## config.mk

```make
export PLATFORM = sky130hd
export DESIGN_NAME = pinscan_chain
export DESIGN_NICKNAME = d
export VERILOG_FILES = /design/src/rtl/pinscan_pkg.sv /design/src/rtl/pinscan_mode_ctl.sv /design/src/rtl/pinscan_shift_reg.sv /design/src/rtl/pinscan_out_drv.sv /design/src/rtl/pinscan_chain.sv
export SDC_FILE = /design/constraint.sdc
export NUM_CORES = 1
export LEC_CHECK = 0
export BUFFER_PORTS_ARGS = -buffer_cell sky130_fd_sc_hd__buf_2
export CAP_MARGIN = 40
export CORE_MARGIN = 5
export CORE_UTILIZATION = 57
export CTS_CLUSTER_DIAMETER = 50
export DETAILED_ROUTE_END_ITERATION = 6
export PLACE_DENSITY = 0.85
export SYNTH_ARGS = -nofsm -noshare
export SYNTH_HDL_FRONTEND = slang
export SYNTH_SLANG_ARGS = --single-unit
```

## constraint.sdc

```tcl
create_clock -name clk -period 1.4 [get_ports clk]
set_input_delay 0 -clock clk [delete_from_list [all_inputs] [get_ports clk]]
set_output_delay 0 -clock clk [all_outputs]
set_load 0.01 [all_outputs]
```

## src/rtl/pinscan_pkg.sv

```systemverilog
package pinscan_pkg;

  localparam int unsigned CHAIN_LEN_DEF = 67;

  typedef enum logic [1:0] {
    OP_HOLD  = 2'd0,
    OP_LOAD  = 2'd1,
    OP_SHIFT = 2'd2
  } scan_op_e;

endpackage

```

## src/rtl/pinscan_mode_ctl.sv

```systemverilog
module pinscan_mode_ctl
  import pinscan_pkg::*;
(
  input  logic     clk,
  input  logic     rst,
  input  logic     scan_en,
  input  logic     shift_sel,
  input  logic     mirror_req,
  output scan_op_e op,
  output logic     scan_mode_q,
  output logic     mirror_act_q
);

  // Action applied to the chain at the coming edge
  always_comb begin
    if (rst || !scan_en) op = OP_HOLD;
    else if (shift_sel)  op = OP_SHIFT;
    else                 op = OP_LOAD;
  end

  always_ff @(posedge clk) begin
    if (rst) begin
      scan_mode_q  <= 1'b0;
      mirror_act_q <= 1'b0;
    end else begin
      scan_mode_q  <= scan_en;
      mirror_act_q <= mirror_req & ~scan_en;
    end
  end

  // scan mode flag drops after an edge with enable low
  p_mode_off_r2: assert property (@(posedge clk) disable iff (rst)
    !scan_en |=> !scan_mode_q);

  // mirror never reported while in scan mode
  p_mirror_off_r7: assert property (@(posedge clk) disable iff (rst)
    scan_mode_q |-> !mirror_act_q);

endmodule

```

## src/rtl/pinscan_shift_reg.sv

```systemverilog
module pinscan_shift_reg
  import pinscan_pkg::*;
#(
  parameter int unsigned LEN      = CHAIN_LEN_DEF,
  parameter logic        FILL_BIT = 1'b0
) (
  input  logic           clk,
  input  logic           rst,
  input  scan_op_e       op,
  input  logic [LEN-1:0] par_in,
  output logic           head
);

  localparam int unsigned LAST = LEN - 1;

  logic [LEN-1:0] stage_q;
  logic [LEN-1:0] stage_d;

  // Stage 0 is chain bit 1 and sits next to the output
  for (genvar i = 0; i < LEN; i++) begin : g_stage
    logic from_right;
    if (i == LAST) begin : g_tail
      assign from_right = FILL_BIT;
    end else begin : g_body
      assign from_right = stage_q[i+1];
    end

    always_comb begin
      unique case (op)
        OP_LOAD:  stage_d[i] = par_in[i];
        OP_SHIFT: stage_d[i] = from_right;
        default:  stage_d[i] = stage_q[i];
      endcase
    end
  end

  always_ff @(posedge clk) begin
    if (rst) stage_q <= '0;
    else     stage_q <= stage_d;
  end

  assign head = stage_q[0];

  // reset empties the chain
  p_cleared_r1: assert property (@(posedge clk)
    rst |=> (stage_q == '0));

  // capture takes the parallel pins
  p_capture_r3: assert property (@(posedge clk) disable iff (rst)
    (op == OP_LOAD) |=> (stage_q == $past(par_in)));

  // one shift advances the head by one stage
  p_advance_r4: assert property (@(posedge clk) disable iff (rst)
    (op == OP_SHIFT) |=> (stage_q[0] == $past(stage_q[1])));

  // the far end fills with the constant bit
  p_fill_r5: assert property (@(posedge clk) disable iff (rst)
    (op == OP_SHIFT) |=> (stage_q[LAST] == FILL_BIT));

  // contents stay put while idle
  p_hold_r8: assert property (@(posedge clk) disable iff (rst)
    (op == OP_HOLD) |=> $stable(stage_q));

endmodule

```

## src/rtl/pinscan_out_drv.sv

```systemverilog
module pinscan_out_drv (
  input  logic scan_mode,
  input  logic head,
  output logic sdo,
  output logic sdo_oe
);

  assign sdo_oe = scan_mode;
  assign sdo    = scan_mode & head;

endmodule

```

## src/rtl/pinscan_chain.sv

```systemverilog
module pinscan_chain
  import pinscan_pkg::*;
#(
  parameter int unsigned CHAIN_LEN = CHAIN_LEN_DEF
) (
  input  logic                 clk,
  input  logic                 rst,
  input  logic                 scan_en_i,
  input  logic                 shift_sel_i,
  input  logic                 mirror_i,
  input  logic [CHAIN_LEN-1:0] pins_i,
  output logic                 sdo_o,
  output logic                 sdo_oe_o,
  output logic                 scan_mode_o,
  output logic                 mirror_active_o
);

  scan_op_e op;
  logic     mode_q;
  logic     head;

  pinscan_mode_ctl u_mode (
    .clk          (clk),
    .rst          (rst),
    .scan_en      (scan_en_i),
    .shift_sel    (shift_sel_i),
    .mirror_req   (mirror_i),
    .op           (op),
    .scan_mode_q  (mode_q),
    .mirror_act_q (mirror_active_o)
  );

  pinscan_shift_reg #(
    .LEN      (CHAIN_LEN),
    .FILL_BIT (1'b0)
  ) u_chain (
    .clk    (clk),
    .rst    (rst),
    .op     (op),
    .par_in (pins_i),
    .head   (head)
  );

  pinscan_out_drv u_out (
    .scan_mode (mode_q),
    .head      (head),
    .sdo       (sdo_o),
    .sdo_oe    (sdo_oe_o)
  );

  assign scan_mode_o = mode_q;

  // strobe pin enable tracks the previous enable level
  p_oe_track_r6: assert property (@(posedge clk) disable iff (rst)
    1'b1 |=> (sdo_oe_o == $past(scan_en_i)));

  // outputs quiet after a reset edge
  p_reset_quiet_r1: assert property (@(posedge clk)
    rst |=> (!sdo_oe_o && !sdo_o && !scan_mode_o && !mirror_active_o));

endmodule

```

### After elaboration in Yosys (flattened, before gate mapping)

Index checks and enable logic that the tools add are counted.

| word-level totals | value |
|---|---|
| bits of input ports | 72 |
| logic and storage cells | 80 |
| output and inout port bits | 4 |
| register bits | 69 |

| cells by class | value |
|---|---|
| bitwise gates (word level) | 3 |
| eq/ne operators | 2 |
| reduce and logical (&&, ||, !) cells | 3 |
| multiplexer cells | 69 |

Operator list:

| cell | count |
|---|---|
| one-hot mux 1 bit (2 select lines) | 67 |
| two-way mux 2 bit | 2 |
| bitwise AND 1 bit | 2 |
| equality test 2 x 1 -> 1 bit (second input constant) | 1 |
| equality test 2 bit (second input constant) | 1 |
| nonzero test 2 bit | 1 |
| logical NOT 1 bit | 1 |
| logical OR 1 bit | 1 |
| NOT 1 bit | 1 |

### Longest topological paths before layout

| logic depth | value |
|---|---|
| depth after elaboration | 5 |
| depth in mapped cells | 5 |
| depth with buffers taken out | 2 |

### Cells and area by module

From an unflattened synthesis, not the netlist that was laid out.

| second synthesis, totals | value |
|---|---|
| cells, all modules | 308 |
| area, all modules | 3263.1 µm² |

By module, submodules not included:

| module | area each (µm²) | cells each | instances | sequential area each (µm²) |
|---|---|---|---|---|
| pinscan_shift_reg | 3174.3 | 300 | 1 | 1341.3 |
| pinscan_mode_ctl | 75.1 | 6 | 1 | 40.0 |
| pinscan_out_drv | 13.8 | 2 | 1 | 0.0 |

### Worst setup path before layout

Ideal clock, no wire load.

| timing path | value |
|---|---|
| path type | in2reg |
| start | in scan_en_i |
| end | reg u_chain.stage_q[29] |
| stages | 4 |
| data required time | 1.262 ns |
| buffers on the path | 3 |
| path slack | 0.557 ns |
| library setup time | 0.138 ns |
| arrival time | 0.705 ns |
| cell sequence | buf_2 > buf_2 > clkbuf_1 > a211oi_1 |

| between the ends | value |
|---|---|
| cells in the longest elaborated chain, start to end | 5 |
| elaborated cells on any way between the ends | 7 |
| those cells by class | 2 x eq/ne; 2 x mux; 3 x reduce/logical |

Ends and longest elaborated chain:

| item | line | RTL |
|---|---|---|
| start: declaration | pinscan_chain.sv:8 | `input logic scan_en_i,` |
| logical NOT 1 bit (*) | pinscan_mode_ctl.sv:16 | `if (rst \|\| !scan_en) op = OP_HOLD;` |
| logical OR 1 bit (*) | pinscan_mode_ctl.sv:16 |  |
| two-way mux 2 bit (*) | pinscan_mode_ctl.sv:16 |  |
| equality test 2 bit or equality test 2 x 1 -> 1 bit (tied branches) | pinscan_shift_reg.sv:29 | `unique case (op)` |
| one-hot mux 1 bit (2 select lines) or nonzero test 2 bit (tied branches) | n/a |  |
| end signal: assignment | pinscan_shift_reg.sv:39 | `else stage_q <= stage_d;` |
| end: declaration | pinscan_shift_reg.sv:16 | `logic [LEN-1:0] stage_q;` |

Mark *: on every way between the ends. The rest lies on a longest branch, timed or not.
A chain may end at the register's enable or synchronous reset.

### Worst setup path in the final report

| timing path | value |
|---|---|
| start | reg u_mode.scan_mode_q |
| end | out sdo_o |

| between the ends | value |
|---|---|
| cells in the longest elaborated chain, start to end | 1 |

Ends and longest elaborated chain:

| item | line | RTL |
|---|---|---|
| start: declaration | pinscan_mode_ctl.sv:10 | `output logic scan_mode_q,` |
| start signal: assignment | pinscan_mode_ctl.sv:26 | `scan_mode_q <= scan_en;` |
| bitwise AND 1 bit | pinscan_out_drv.sv:9 | `assign sdo = scan_mode & head;` |
| end: declaration | pinscan_chain.sv:12 | `output logic sdo_o,` |

Every way passes these cells.

==> impl_metrics.yaml <==
status:
  status: "finished, final reports clean"
timing:
  fmax_mhz: 1056
  setup_viol: 0
  fin_crit_ns: 0.9469
  timing.slew.headroom_pct: 78.99
  rsz0062_at_grt: "no"
  fin_crit_sh_pct: 67.64
  finClkSkew_ns: 0.008033
  final.setup.tns_ns: 0
  hold_viol: 0
  slew_viol_final: 0
  tightest_slew_ns: 0.3151
synthesis:
  synth_cells: 305
  ys_warn_count: 0
  synth_top_area_share_pct: 45.56
  synthesis.area_sq_mm: 0.003032
  synthXorXnorAreaFrac_pct: 0
  synth_top_family_by_area: "multiplexers"
  avgSynthCellArea_sq_um: 9.940
  synth_mux_area_share_pct: 21.79
  synth.distinct_cells: 16
  synth_fp_nets: 377
  synth-compound-area-share_pct: 16.51
  synth_seq_cells: 69
  synth-adder-area-share_pct: 0
  synth_top_area_cell: "dfxtp_1"
  ys_seq_area_share_pct: 45.56
  synth_area_leaders: "dfxtp_1, mux2i_1, a211oi_1"
  synthSimpleGateAreaFrac_pct: 9.286
layout:
  final_util_pct: 77.87
  final_common_cell: "buf_2"
  final_cell_mix: "buf_2, dfxtp_1, mux2i_1, nor2_1, a211oi_1"
  antenna_cells: 0
  area_growth_pct: 32.03
  fill_cells: 380
  final_layout_size_suffix_gt1_share_pct: 23.72
  final_nets: 476
routing:
  via_per_inst: 5.263
  drt_iter0_drc: 120
  first_pass_iters: 4
  met2_length_mm: 3.150
  wl_met1_mm: 3.151
  drt_wl_total_mm: 6.706
  top_layer_used: "met4"
  wl_met3_um: 290
  drc: 0
  wl_per_cell_um: 14.00
  dr_total_vias: 2521
  ant_nets: 0
global_route:
  grt_pass1_wl_mm: 11.54
  grt_max_degree: 70
  antenna_found_initial: 0
  grt_overflow_total: 0
  grt_pass1_vias: 2505
  grt_usage_pct: 19.99
floorplan:
  fp.dieH_um: 82.93
  std_cell_rows: 26
  dieArea_sq_mm: 0.006877
  io_pins: 76
  dieWidth_um: 82.93
  coreArea_sq_mm: 0.005140
  start_util_pct: 58.98
pwr:
  power_leakage_uw: 0.001793
  ir_worst_vdd_mv: 0.7700
  power.density_mw_per_mm2: 1114
job:
  drv_cap: 0
clock_tree:
  cts_root_buf: "clkbuf_8"
  post_cts_buffers: 0
  cts_tree: "done"
  numCtsBuffers: 9
  insertion_delay_ns: 0.34
  cts_sinks: 69
  htree_num_levels: 3
  clk_pin_slew_ns: 0.08
  cts_hold_buf: 39
  clockBufferDepth: 2
  cts_resized: 0
place:
  gp_congestion: 0.7079
  dp_hpwl_mm: 3.857
  portBuffers: 75
worst_setup_path:
  critical_path_required_ns: 1.40
  worst_setup_path_start_kind: "flop"
  cp.arrival_ns: 0.95
  end_kind: "output pin"
  worst-path-max-fanout: 3
  criticalPathCategory: "flop to output pin"
min_path:
  min_path_type: "primary input to flop"
-- cell families (layout without fill, tap and decap cells) --
logic type	after synthesis	count (layout)
AO/OA/AOI/OAI	67	67
buffers and inverters	32	136
flip-flops	69	69
multiplexers	66	66
AND/OR/NAND/NOR	71	71
-- per-stage QoR --
step                power [uW]  hold WS (ns)  instances  area [sq um]  setup WS [ns]
floorplan                 2613        0.1665        305          3032         0.5572
global placement          2762        0.2721        424          3412         0.4717
detailed placement        2784        0.2746        424          3412         0.4070
CTS                       4474    0.00006453        479          4003         0.4373
global route              4658      0.005313        479          4003         0.4071
finish                    4460       0.01119        479          4003         0.4531
-- state kept, by name (all words and copies together) (netlist names) --
name	cells
u_chain.stage_q	67
u_mode.mirror_act_q	1
u_mode.scan_mode_q	1
-- report_power, final --
group | switching [uW] | internal [uW]
Combinational | 298 | 359
Clock | 764 | 864
Sequential | 72.5 | 2100
Total | 1130 | 3330
-- cell usage after synthesis --
cell and n:
buf_1 1, buf_2 7, dfxtp_1 69, nand2b_1 1
nand3b_1 1, and2_1 1, a21oi_1 1, nor2_1 66
buf_8 1, buf_12 3, nor2b_1 1, buf_4 5
a211oi_1 66, nor3b_1 1, clkbuf_1 15, mux2i_1 66
-- area by class of cell --
type / count / area, sq um / share of cell area, %
repair buffers: 120 / 890.9 / 22.26
clock inverters: 6 / 62.56 / 1.563
clock buffers: 10 / 137.6 / 3.439
flip-flops and latches: 69 / 1381 / 34.51
multi-input cells: 204 / 1443 / 36.04
well taps: 70 / 87.58 / 2.188
-- worst paths after layout --
| path | startpoint | end | slack, ns | cells after the start |
|---|---|---|---|---|
| setup reg to reg | u_chain.stage_q[51] | u_chain.stage_q[50] | 0.61 | 2 |
| hold reg to reg | u_chain.stage_q[19] | u_chain.stage_q[19] | 0.50 | 2 |
| setup / recovery | u_mode.scan_mode_q | sdo_o | 0.45 | 2 |
| hold / removal | pins_i[56] | u_chain.stage_q[56] | 0.01 | 3 |
-- routing by layer --
| metal | GRT usage (%) | vias up |
|---|---|---|
| met5 | 0 | - |
| met3 | 4.950 | 10 |
| met4 | 9.064 | 0 |
| met1 | 25.00 | 1142 |
| li1 | - | 1308 |
| met2 | 32.43 | 61 |
-- critical path: stages, from the launching register on --
cell     delay [ns]
dfxtp_1        0.32
and2_1         0.15
buf_2          0.13
Power figures use the tool's default switching activity.
